**src/rtl/mdm_pkg.sv**
```systemverilog
package mdm_pkg;
  // Asserted-high modem line set; packed order matches status bits 7..4 / 3..0
  typedef struct packed {
    logic dcd;
    logic ri;
    logic dsr;
    logic cts;
  } mdm_lines_t;

  localparam int LINE_N   = 4;
  localparam int BIT_DTR  = 0;
  localparam int BIT_RTS  = 1;
  localparam int BIT_OUT1 = 2;
  localparam int BIT_OUT2 = 3;
  localparam int BIT_LOOP = 4;
endpackage

```
**src/rtl/mdm_sync.sv**
```systemverilog
module mdm_sync #(
  parameter int W = 4,
  parameter int STAGES = 2,
  parameter logic [W-1:0] RST_VAL = '1
) (
  input  logic         clk,
  input  logic         rst,
  input  logic [W-1:0] d,
  output logic [W-1:0] q
);
  logic [W-1:0] stg [STAGES];

  genvar i;
  generate
    for (i = 0; i < STAGES; i++) begin : g_stage
      if (i == 0) begin : g_first
        always_ff @(posedge clk) begin
          if (rst) stg[0] <= RST_VAL;
          else     stg[0] <= d;
        end
      end else begin : g_next
        always_ff @(posedge clk) begin
          if (rst) stg[i] <= RST_VAL;
          else     stg[i] <= stg[i-1];
        end
      end
    end
  endgenerate

  assign q = stg[STAGES-1];
endmodule

```
**src/rtl/mdm_ctrl_reg.sv**
```systemverilog
module mdm_ctrl_reg
  import mdm_pkg::*;
#(
  parameter int DATA_W = 8,
  parameter int CTRL_BITS = 5
) (
  input  logic              clk,
  input  logic              rst,
  input  logic              wr,
  input  logic [CTRL_BITS-1:0] wdata,
  output logic [DATA_W-1:0] ctrl_q,
  output logic              loop_en,
  output mdm_lines_t        loop_lvl,
  output logic              dtr_n,
  output logic              rts_n,
  output logic              out1_n,
  output logic              out2_n
);
  logic [CTRL_BITS-1:0] ctrl_r, ctrl_nxt;
  logic [LINE_N-1:0]    pins_n;

  always_comb begin
    ctrl_nxt = wr ? wdata : ctrl_r;
  end

  always_ff @(posedge clk) begin
    if (rst) begin
      ctrl_r <= '0;
      pins_n <= '1;
    end else begin
      ctrl_r <= ctrl_nxt;
      // outputs registered from the next value so they track ctrl_r exactly
      pins_n <= ctrl_nxt[BIT_LOOP] ? '1 : ~ctrl_nxt[LINE_N-1:0];
    end
  end

  assign ctrl_q  = DATA_W'(ctrl_r);
  assign loop_en = ctrl_r[BIT_LOOP];
  always_comb begin
    loop_lvl.dsr = ctrl_r[BIT_DTR];
    loop_lvl.cts = ctrl_r[BIT_RTS];
    loop_lvl.ri  = ctrl_r[BIT_OUT1];
    loop_lvl.dcd = ctrl_r[BIT_OUT2];
  end

  assign dtr_n  = pins_n[BIT_DTR];
  assign rts_n  = pins_n[BIT_RTS];
  assign out1_n = pins_n[BIT_OUT1];
  assign out2_n = pins_n[BIT_OUT2];

  AST_LOOP_QUIET: assert property (@(posedge clk) disable iff (rst)
    loop_en |-> (dtr_n && rts_n && out1_n && out2_n));
endmodule

```
**src/rtl/mdm_stat.sv**
```systemverilog
module mdm_stat
  import mdm_pkg::*;
#(
  parameter int DATA_W = 8
) (
  input  logic              clk,
  input  logic              rst,
  input  logic [LINE_N-1:0] pin_sync_n,
  input  logic              loop_en,
  input  mdm_lines_t        loop_lvl,
  input  logic              rd,
  input  logic              int_en,
  output logic [DATA_W-1:0] stat_q,
  output logic              irq
);
  mdm_lines_t lvl_q, lvl_nxt, chg, flag_q, flag_nxt;

  always_comb begin
    lvl_nxt = loop_en ? loop_lvl : mdm_lines_t'(~pin_sync_n);
    chg.cts = lvl_nxt.cts ^ lvl_q.cts;
    chg.dsr = lvl_nxt.dsr ^ lvl_q.dsr;
    chg.dcd = lvl_nxt.dcd ^ lvl_q.dcd;
    chg.ri  = lvl_q.ri & ~lvl_nxt.ri;          // trailing edge only
    flag_nxt = (rd ? mdm_lines_t'('0) : flag_q) | chg;
  end

  always_ff @(posedge clk) begin
    if (rst) begin
      lvl_q  <= '0;
      flag_q <= '0;
      irq    <= 1'b0;
    end else begin
      lvl_q  <= lvl_nxt;
      flag_q <= flag_nxt;
      irq    <= int_en & (|flag_nxt);
    end
  end

  assign stat_q = DATA_W'({lvl_q, flag_q});

  AST_FLAG_STICKY: assert property (@(posedge clk) disable iff (rst)
    (flag_q.cts && !rd) |=> flag_q.cts);
  AST_RI_TRAIL: assert property (@(posedge clk) disable iff (rst)
    $rose(flag_q.ri) |-> ($past(lvl_q.ri) && !lvl_q.ri));
  AST_READ_CLEARS: assert property (@(posedge clk) disable iff (rst)
    (rd && (lvl_nxt == lvl_q)) |=> (flag_q == '0));
  AST_IRQ_GATE: assert property (@(posedge clk) disable iff (rst)
    !int_en |=> !irq);
endmodule

```
**src/rtl/mdm_ctrl_stat.sv**
```systemverilog
module mdm_ctrl_stat
  import mdm_pkg::*;
#(
  parameter int DATA_W = 8,
  parameter int CTRL_BITS = 5,
  parameter int SYNC_STAGES = 2
) (
  input  logic              clk,
  input  logic              rst,
  input  logic              ctrl_wr,
  input  logic [DATA_W-1:0] wr_data,
  input  logic              stat_rd,
  input  logic              msi_en,
  output logic [DATA_W-1:0] ctrl_q,
  output logic [DATA_W-1:0] stat_q,
  input  logic              cts_n,
  input  logic              dsr_n,
  input  logic              ri_n,
  input  logic              dcd_n,
  output logic              dtr_n,
  output logic              rts_n,
  output logic              out1_n,
  output logic              out2_n,
  output logic              irq
);
  logic [LINE_N-1:0] pin_raw_n, pin_sync_n;
  logic              loop_en;
  mdm_lines_t        loop_lvl;
  logic              unused_hi;

  assign unused_hi = ^wr_data[DATA_W-1:CTRL_BITS];
  assign pin_raw_n = {dcd_n, ri_n, dsr_n, cts_n};

  mdm_sync #(.W(LINE_N), .STAGES(SYNC_STAGES), .RST_VAL('1)) u_sync (
    .clk(clk), .rst(rst), .d(pin_raw_n), .q(pin_sync_n)
  );

  mdm_ctrl_reg #(.DATA_W(DATA_W), .CTRL_BITS(CTRL_BITS)) u_ctrl (
    .clk(clk), .rst(rst), .wr(ctrl_wr), .wdata(wr_data[CTRL_BITS-1:0]),
    .ctrl_q(ctrl_q), .loop_en(loop_en), .loop_lvl(loop_lvl),
    .dtr_n(dtr_n), .rts_n(rts_n), .out1_n(out1_n), .out2_n(out2_n)
  );

  mdm_stat #(.DATA_W(DATA_W)) u_stat (
    .clk(clk), .rst(rst), .pin_sync_n(pin_sync_n), .loop_en(loop_en),
    .loop_lvl(loop_lvl), .rd(stat_rd), .int_en(msi_en),
    .stat_q(stat_q), .irq(irq)
  );
endmodule

```
**config.mk**
```make
export PLATFORM = sky130hd
export DESIGN_NAME = mdm_ctrl_stat
export DESIGN_NICKNAME = d
export VERILOG_FILES = /design/src/rtl/mdm_pkg.sv /design/src/rtl/mdm_sync.sv /design/src/rtl/mdm_ctrl_reg.sv /design/src/rtl/mdm_stat.sv /design/src/rtl/mdm_ctrl_stat.sv
export SDC_FILE = /design/constraint.sdc
export NUM_CORES = 1
export LEC_CHECK = 0
export CAP_MARGIN = 40
export CORE_MARGIN = 10
export CORE_UTILIZATION = 37
export DETAILED_ROUTE_END_ITERATION = 12
export GPL_TIMING_DRIVEN = 0
export PLACE_DENSITY = 0.7
export SYNTH_ARGS = -nofsm -noshare
export SYNTH_HDL_FRONTEND = slang
export SYNTH_SLANG_ARGS = --single-unit
```
**constraint.sdc**
```tcl
create_clock -name clk -period 1.2 [get_ports clk]
set_input_delay 0.3 -clock clk [delete_from_list [all_inputs] [get_ports clk]]
set_output_delay 0.3 -clock clk [all_outputs]
set_load 0.05 [all_outputs]
```
==> out/qor.txt, run 1 <==
====================================================================================
Boundary Pins                                                                     38
Final HPWL from detailed placement                                           1.56 mm
Mapped Cells                                                                      89
Hold-fix buffers at CTS                                                            0
Highest Clock Rate                                                           778 MHz
Time the final worst path needs with I/O delays and setup                    1.29 ns
Number of synthesized register bits                                               26
Capture endpoint of the worst hold path                                 u_ctrl.ctrl_r[3]
Largest fanout on the critical path                                                6
Most used routing layer                                                         met2
Main combinational cell family by area after synthesis                  simple AND/OR/NAND/NOR gates
Total of buffers placed on input and output ports                                 30
Clk_skew                                                                  0.00140 ns
Share of synthesized area occupied by flip-flops and latches                   0.564
Antenna diodes                                                                     0
Total CTS buffers                                                                  3
Start point of the worst hold path                                           ctrl_wr
Vertical die dimension                                                       69.9 µm
Final #Nets                                                                      145
Layout cells sized above 1                                                     0.437
Fraction of registers with async set or reset after synthesis                      0
Post-synthesis average cell area                                            10.4 µm²
Standard cell with the maximum stage delay on the critical path              dfxtp_2
Multi-input gate area in the final layout                                    387 µm²
Vias in the first global route                                                   684
Worst Slack Setup Final                                                   -0.0859 ns
Footprint of the flip-flops and latches                                      532 µm²
Met1 usage in global routing                                                  0.0913
Initial antenna violation count                                                    0
Final Util                                                                     0.557
Arrival time of the worst setup path                                         1.48 ns
Met2 track utilization from global routing                                     0.124
Placeable core region                                                       2430 µm²
Starting utilization of the core area                                          0.379
Netlist cell types                                                                20
Max-slew violations                                                                0
Fill cell instance count of the final layout                                     229
First-pass GRT wire length                                                   3.14 mm
Post-detailed-routing wire length                                            2.01 mm
Number of warnings issued by yosys                                                 0
Critical setup path kind                                                  reg -> reg
Total iterations of the first detailed-routing run                                 3
Clock slew seen by the registers of the worst setup and hold paths           0.13 ns
Via-to-Cell Ratio                                                               4.28
Die Outline Area                                                            4890 µm²
CTS Root Cell                                                               clkbuf_4
Endpoint kind of the worst setup timing path                               flip-flop
Critical path cell sequence                                             buf_6 > mux2i_4 > mux2i_2 > a41oi_2
Kind of start point of the critical path                                   flip-flop
Depth of the most critical reg-to-reg path                                         4
Synthesized-area fraction occupied by and/or/nand/nor cells                    0.225
Setup TNS                                                                  -0.126 ns
Reg-to-reg setup timing slack                                               -0.09 ns
Tcrit/Tclk final                                                                1.07
Largest net degree at the start of global routing                                 14
FF-to-FF Start                                                          u_ctrl.ctrl_r[4]
Peak supply drop                                                          0.000872 V
Number of failing setup endpoints in the final timing report                       4
Post-route antenna net violation count                                             0
Endpoint of the worst-slack reg-to-reg timing path                        u_stat.irq
Die Width                                                                    69.9 µm
Post-route DRC                                                                     0
Maximum capacitance violations                                                     0
Total gr overflow                                                                  0
Initial detailed-routing violation count                                           3
Global Route met3 Usage                                                       0.0184
Leakage Power                                                               0.593 nW
Run status                                                              finished, violations left
Vias post-DR                                                                     668
Power Density                                                            1260 nW/µm²
Depth of the worst hold-timing path                                                3
Compound-gate portion of the synthesized area                                 0.0339
H-tree depth                                                                       1
RD Place Congestion                                                            0.677
Longest Clk Path Bufs                                                              2
Number of core rows                                                               18
Setup repair after global routing missed its margin                             true
Global-route total usage across every layer                                   0.0783
Worst hold path class                                                      in -> reg
Clock tree from TritonCTS                                                      built
Syn-to-layout area delta                                                       46.9%
CP peak stage delay                                                          0.36 ns
Top_reg_cell synth                                                           dfxtp_1
Clock Sink Count                                                                  26
Post-Syn Area                                                                922 µm²
Clock latency reported for the late side of the worst-skew pair              0.31 ns
Post-synthesis mux area share                                                  0.106
Violated checks                                                         setup timing
Number of synthesized flops with an enable pin                                     0
Endpoint required time on the critical path                                  1.40 ns
Routed length per instance                                                   12.9 µm
Parity-gate share of the synthesized area counting xor and xnor cells              0
Fraction of the mapped netlist area in adder cells                                 0
Hold violation count in the final report                                           0
====================================================================================
[sequential cells by signal (all words and copies together), names as in the netlist]
signal	count
u_stat.stat_q	8
u_ctrl.ctrl_r	5
u_sync.stg	8
u_stat.irq	1
u_ctrl.pins_n	4
[through the flow]
stage          hold slack, ns  total power, mW  setup WS, ns  instances  instance area [µm²]
6_report                0.382             1.71       -0.0859        156                 1360
4_1_cts                 0.377             1.70       -0.0892        155                 1300
3_5_place_dp            0.393             1.33        -0.382        151                 1270
3_3_place_gp            0.392             1.33        -0.337        151                 1270
2_1_floorplan           0.389             1.20       0.00243         91                  936
5_1_grt                 0.383             1.77        -0.125        156                 1360
[report_power, final]
group	switching (mW)	internal, mW	leakage [nW]
clock network	0.245	0.117	0.0138
logic	0.234	0.171	0.361
registers	0.0270	0.913	0.218
total	0.506	1.20	0.593
[critical path, delay by kind of cell (launching register included)]
kind | cells | cell delay [ns]
compound gates | 1 | 0.13
mux | 2 | 0.55
buf+inv | 1 | 0.14
flops | 1 | 0.36
[worst max path at each step]
stage | startpoint | end | slack, ns
after floorplan | u_ctrl.ctrl_r[4] | u_stat.irq | 0.002
after global placement | stat_rd | u_stat.irq | -0.34
after detailed placement | stat_rd | u_stat.irq | -0.38
after CTS | u_ctrl.ctrl_r[4] | u_stat.irq | -0.09
after global routing | u_ctrl.ctrl_r[4] | u_stat.irq | -0.12
final | u_ctrl.ctrl_r[4] | u_stat.irq | -0.09
[layout make-up]
type | instances | share of cell area
Clock buffer | 3 | 0.0166
Inverter | 2 | 0.00554
Multi-Input combinational cell | 55 | 0.285
Buffer | 8 | 0.0397
Sequential cell | 26 | 0.392
Timing Repair Buffer | 32 | 0.233
Tap cell | 30 | 0.0277
[synthesized netlist by cell type (all sizes together), types with 2 or more instances]
| library cell | n | area [µm²] |
|---|---|---|
| a21oi | 2 | 10.0 |
| mux2i | 9 | 97.6 |
| nor3 | 2 | 10.0 |
| buf | 6 | 46.3 |
| nor2 | 13 | 48.8 |
| nor2b | 4 | 32.5 |
| nand2 | 6 | 22.5 |
| dfxtp | 26 | 521 |
| clkbuf | 2 | 7.51 |
| nand2b | 5 | 31.3 |
| or2 | 8 | 50.1 |
| inv | 2 | 7.51 |
[what timing repair did]
action,4_1_cts,5_1_grt
pin swaps,2,1
resized for setup,116,16
gates cloned,0,0
endpoints found under the setup margin,21,15
buffers inserted,1,1
[metal layers]
layer / up-vias / share of wire
met4: 0 / 0.014
met5: - / 0
li1: 350 / -
met2: 21 / 0.47
met1: 295 / 0.48
met3: 2 / 0.043
[cells in the final DEF, fill, tap and decap left out, types with 2 or more instances in the layout]
cell / count
a21oi_1: 2
inv_1: 2
or2_2: 8
nand2_1: 6
buf_4: 12
nor2b_1: 2
clkbuf_1: 2
nor2_1: 13
conb_1: 3
dfxtp_1: 17
dfxtp_2: 9
clkdlybuf4s50_1: 12
nand2b_1: 5
mux2i_1: 5
mux2i_2: 2
mux2i_4: 2
clkbuf_4: 3
buf_6: 13
[cell families (layout without fill, tap and decap cells)]
logic type,Yosys count,after routing
mux,9,9
simple gates,39,39
flops,26,26
compound gates,4,4
buf+inv,10,45
other cells,1,3
Power figures use the tool's default switching activity.
==> run 2, diff against run 1 <==
--- a/config.mk
+++ b/config.mk
@@ -5,6 +5,7 @@
 export SDC_FILE = /design/constraint.sdc
 export NUM_CORES = 1
 export LEC_CHECK = 0
+export ABC_AREA = 1
 export CAP_MARGIN = 40
 export CORE_MARGIN = 10
 export CORE_UTILIZATION = 37
==> out/qor.txt, run 2 <==
=================================================================================
Run status                                                              completed
Vias in the first global route                                                779
Mapped Cells                                                                  112
Number of synthesized register bits                                            26
Power Density                                                         1330 nW/µm²
Number of failing setup endpoints in the final timing report                    0
Fill cell instance count of the final layout                                  251
Total power                                                               1.78 mW
Fraction of registers with async set or reset after synthesis                   0
Post-route antenna net violation count                                          0
Portion of total power attributed to combinational logic                    0.226
Final #Nets                                                                   167
Kind of start point of the critical path                                flip-flop
Tcrit/Tclk final                                                            0.973
Netlist cell types                                                             16
CP peak stage delay                                                       0.40 ns
Largest net degree at the start of global routing                              15
First-pass GRT wire length                                                3.37 mm
Critical path cell sequence                                                 buf_8
Final HPWL from detailed placement                                        1.66 mm
Number of warnings issued by yosys                                              0
Placed cell area                                                         1290 µm²
Setup repair after global routing missed its margin                         false
Vias post-DR                                                                  782
Total CTS buffers                                                               3
Most common library cell in the layout ignoring fill and taps             nand2_1
RD Place Congestion                                                         0.736
Vertical die dimension                                                    70.3 µm
Routed length per instance                                                11.4 µm
Post-synthesis average cell area                                         8.35 µm²
Syn-to-layout area delta                                                    43.5%
Highest Clock Rate                                                        856 MHz
Via-to-Cell Ratio                                                            4.37
Number of synthesized flops with an enable pin                                  0
Footprint of the flip-flops and latches                                   534 µm²
Initial detailed-routing violation count                                       10
Post-Syn Area                                                             935 µm²
Critical setup path kind                                               reg -> out
Peak supply drop                                                       0.000762 V
Seq pwr share                                                               0.531
Placeable core region                                                    2450 µm²
Endpoint required time on the critical path                               0.90 ns
Boundary Pins                                                                  38
Hold-fix buffers at CTS                                                         0
Number of core rows                                                            18
Largest fanout on the critical path                                             5
Cell types occupying the most area after synthesis                   dfxtp_1, nand2_1, inv_1
Max-slew violations                                                             0
Clk_skew                                                                0.0119 ns
Top Family by Delay on Critical Path                                   flip-flops
Clock Sink Count                                                               26
Worst hold path class                                                  reg -> reg
Clock slew seen by the registers of the worst setup and hold paths        0.14 ns
Proportion of power drawn by the clock network                              0.243
Switching pwr                                                            0.527 mW
Commonest cells in the netlist                                       dfxtp_1, nand2_1, inv_1
Die Outline Area                                                         4940 µm²
Starting utilization of the core area                                       0.381
Setup TNS                                                                    0 ns
Top_reg_cell synth                                                        dfxtp_1
Die Width                                                                 70.3 µm
Yosys top cell area share                                                   0.557
Hold violation count in the final report                                        0
Layout cells sized above 1                                                  0.376
Arrival time of the worst setup path                                      0.87 ns
Number of buffers and inverters on the critical path                            1
Antenna diodes                                                                  0
Global-route total usage across every layer                                0.0816
Endpoint kind of the worst setup timing path                           output pin
Standard cell with the maximum stage delay on the critical path           dfxtp_4
Time the final worst path needs with I/O delays and setup                 1.17 ns
Post-detailed-routing wire length                                         2.04 mm
Post-route DRC                                                                  0
Switching portion of total power                                            0.296
Total gr overflow                                                               0
Total iterations of the first detailed-routing run                              4
Commonest cells after routing, fill and taps aside                   nand2_1, dfxtp_1, inv_1, clkdlybuf4s50_1, buf_4
Maximum capacitance violations                                                  0
Leading cell type by number of instances after synthesis                  dfxtp_1
Leakage Power                                                            0.644 nW
H-tree depth                                                                    1
Initial antenna violation count                                                 0
Multi-input gate area in the final layout                                 332 µm²
CTS Root Cell                                                            clkbuf_4
Total of buffers placed on input and output ports                              31
Internal power of the cells                                               1.25 mW
Longest Clk Path Bufs                                                           2
Clock tree from TritonCTS                                                   built
Clock latency reported for the late side of the worst-skew pair           0.32 ns
Share of synthesized area occupied by flip-flops and latches                0.557
Synth area leader                                                         dfxtp_1
Summed area of non-filler cells in the final layout                      1340 µm²
=================================================================================
run 2: routing by layer:
| layer | GRT usage | wire, µm | share of wire | vias up |
|---|---|---|---|---|
| met5 | 0 | 0 | 0 | - |
| met4 | 0.0395 | 17 | 0.0083 | 0 |
| met3 | 0.0438 | 230 | 0.11 | 2 |
| met2 | 0.130 | 909 | 0.44 | 30 |
| met1 | 0.0858 | 886 | 0.43 | 346 |
| li1 | - | - | - | 404 |
run 2: worst paths after layout:
check                endpoint  cells after the start              from  slack [ns]
max                 ctrl_q[4]                      1  u_ctrl.ctrl_r[4]        0.03
min          u_sync.stg[1][0]                      1  u_sync.stg[0][0]        0.42
max reg2reg        u_stat.irq                      6  u_ctrl.ctrl_r[4]        0.12
min reg2reg  u_sync.stg[1][0]                      1  u_sync.stg[0][0]        0.42
run 2: stage by stage:
| stage | hold WS, ns | std cells | setup slack [ns] | utilization |
|---|---|---|---|---|
| detailed placement | 0.400 | 175 | -0.504 | 0.527 |
| finish | 0.417 | 179 | 0.0319 | 0.546 |
| global route | 0.436 | 179 | 0.00172 | 0.546 |
| floorplan | 0.389 | 114 | 0.00449 | - |
| global placement | 0.393 | 175 | -0.482 | 0.527 |
| CTS | 0.430 | 179 | -0.0892 | 0.535 |
run 2: cell type report:
class                      count  share of cell area
timing repair buffer          32               0.234
tap                           30              0.0280
sequential                    26               0.398
buffer                         4              0.0205
multi-input combinational     67               0.247
clock buffer                   4              0.0271
inverter                      16              0.0448
run 2: worst register-to-register path: stages, from the launching register on:
cell and delay (ns):
dfxtp_4 0.39, buf_4 0.14, nand2_1 0.11, nand3_2 0.09, o21ai_2 0.07, nor2_1 0.06
a21oi_1 0.15
run 2: logic make-up (layout without fill, tap and decap cells):
| kind of cell | after synthesis | after routing | share of synthesized area |
|---|---|---|---|
| AND/OR/NAND/NOR | 52 | 52 | 0.270 |
| buffers and inverters | 21 | 56 | 0.100 |
| other | 1 | 3 | 0.00401 |
| flip-flops | 26 | 26 | 0.557 |
| AO/OA/AOI/OAI | 12 | 12 | 0.0683 |
run 2: timing repair:
item                                    CTS  global route
resized for setup                       119            13
endpoints found under the setup margin   23            17
setup buffers                             0             1
run 2: power by group through the flow:
stage	Combinational (mW)	Sequential, mW	Clock, mW
floorplan	0.134	1.08	0
global placement	0.394	0.958	0
detailed placement	0.398	0.959	0
CTS	0.394	0.943	0.446
global route	0.431	0.950	0.467
finish	0.401	0.944	0.433
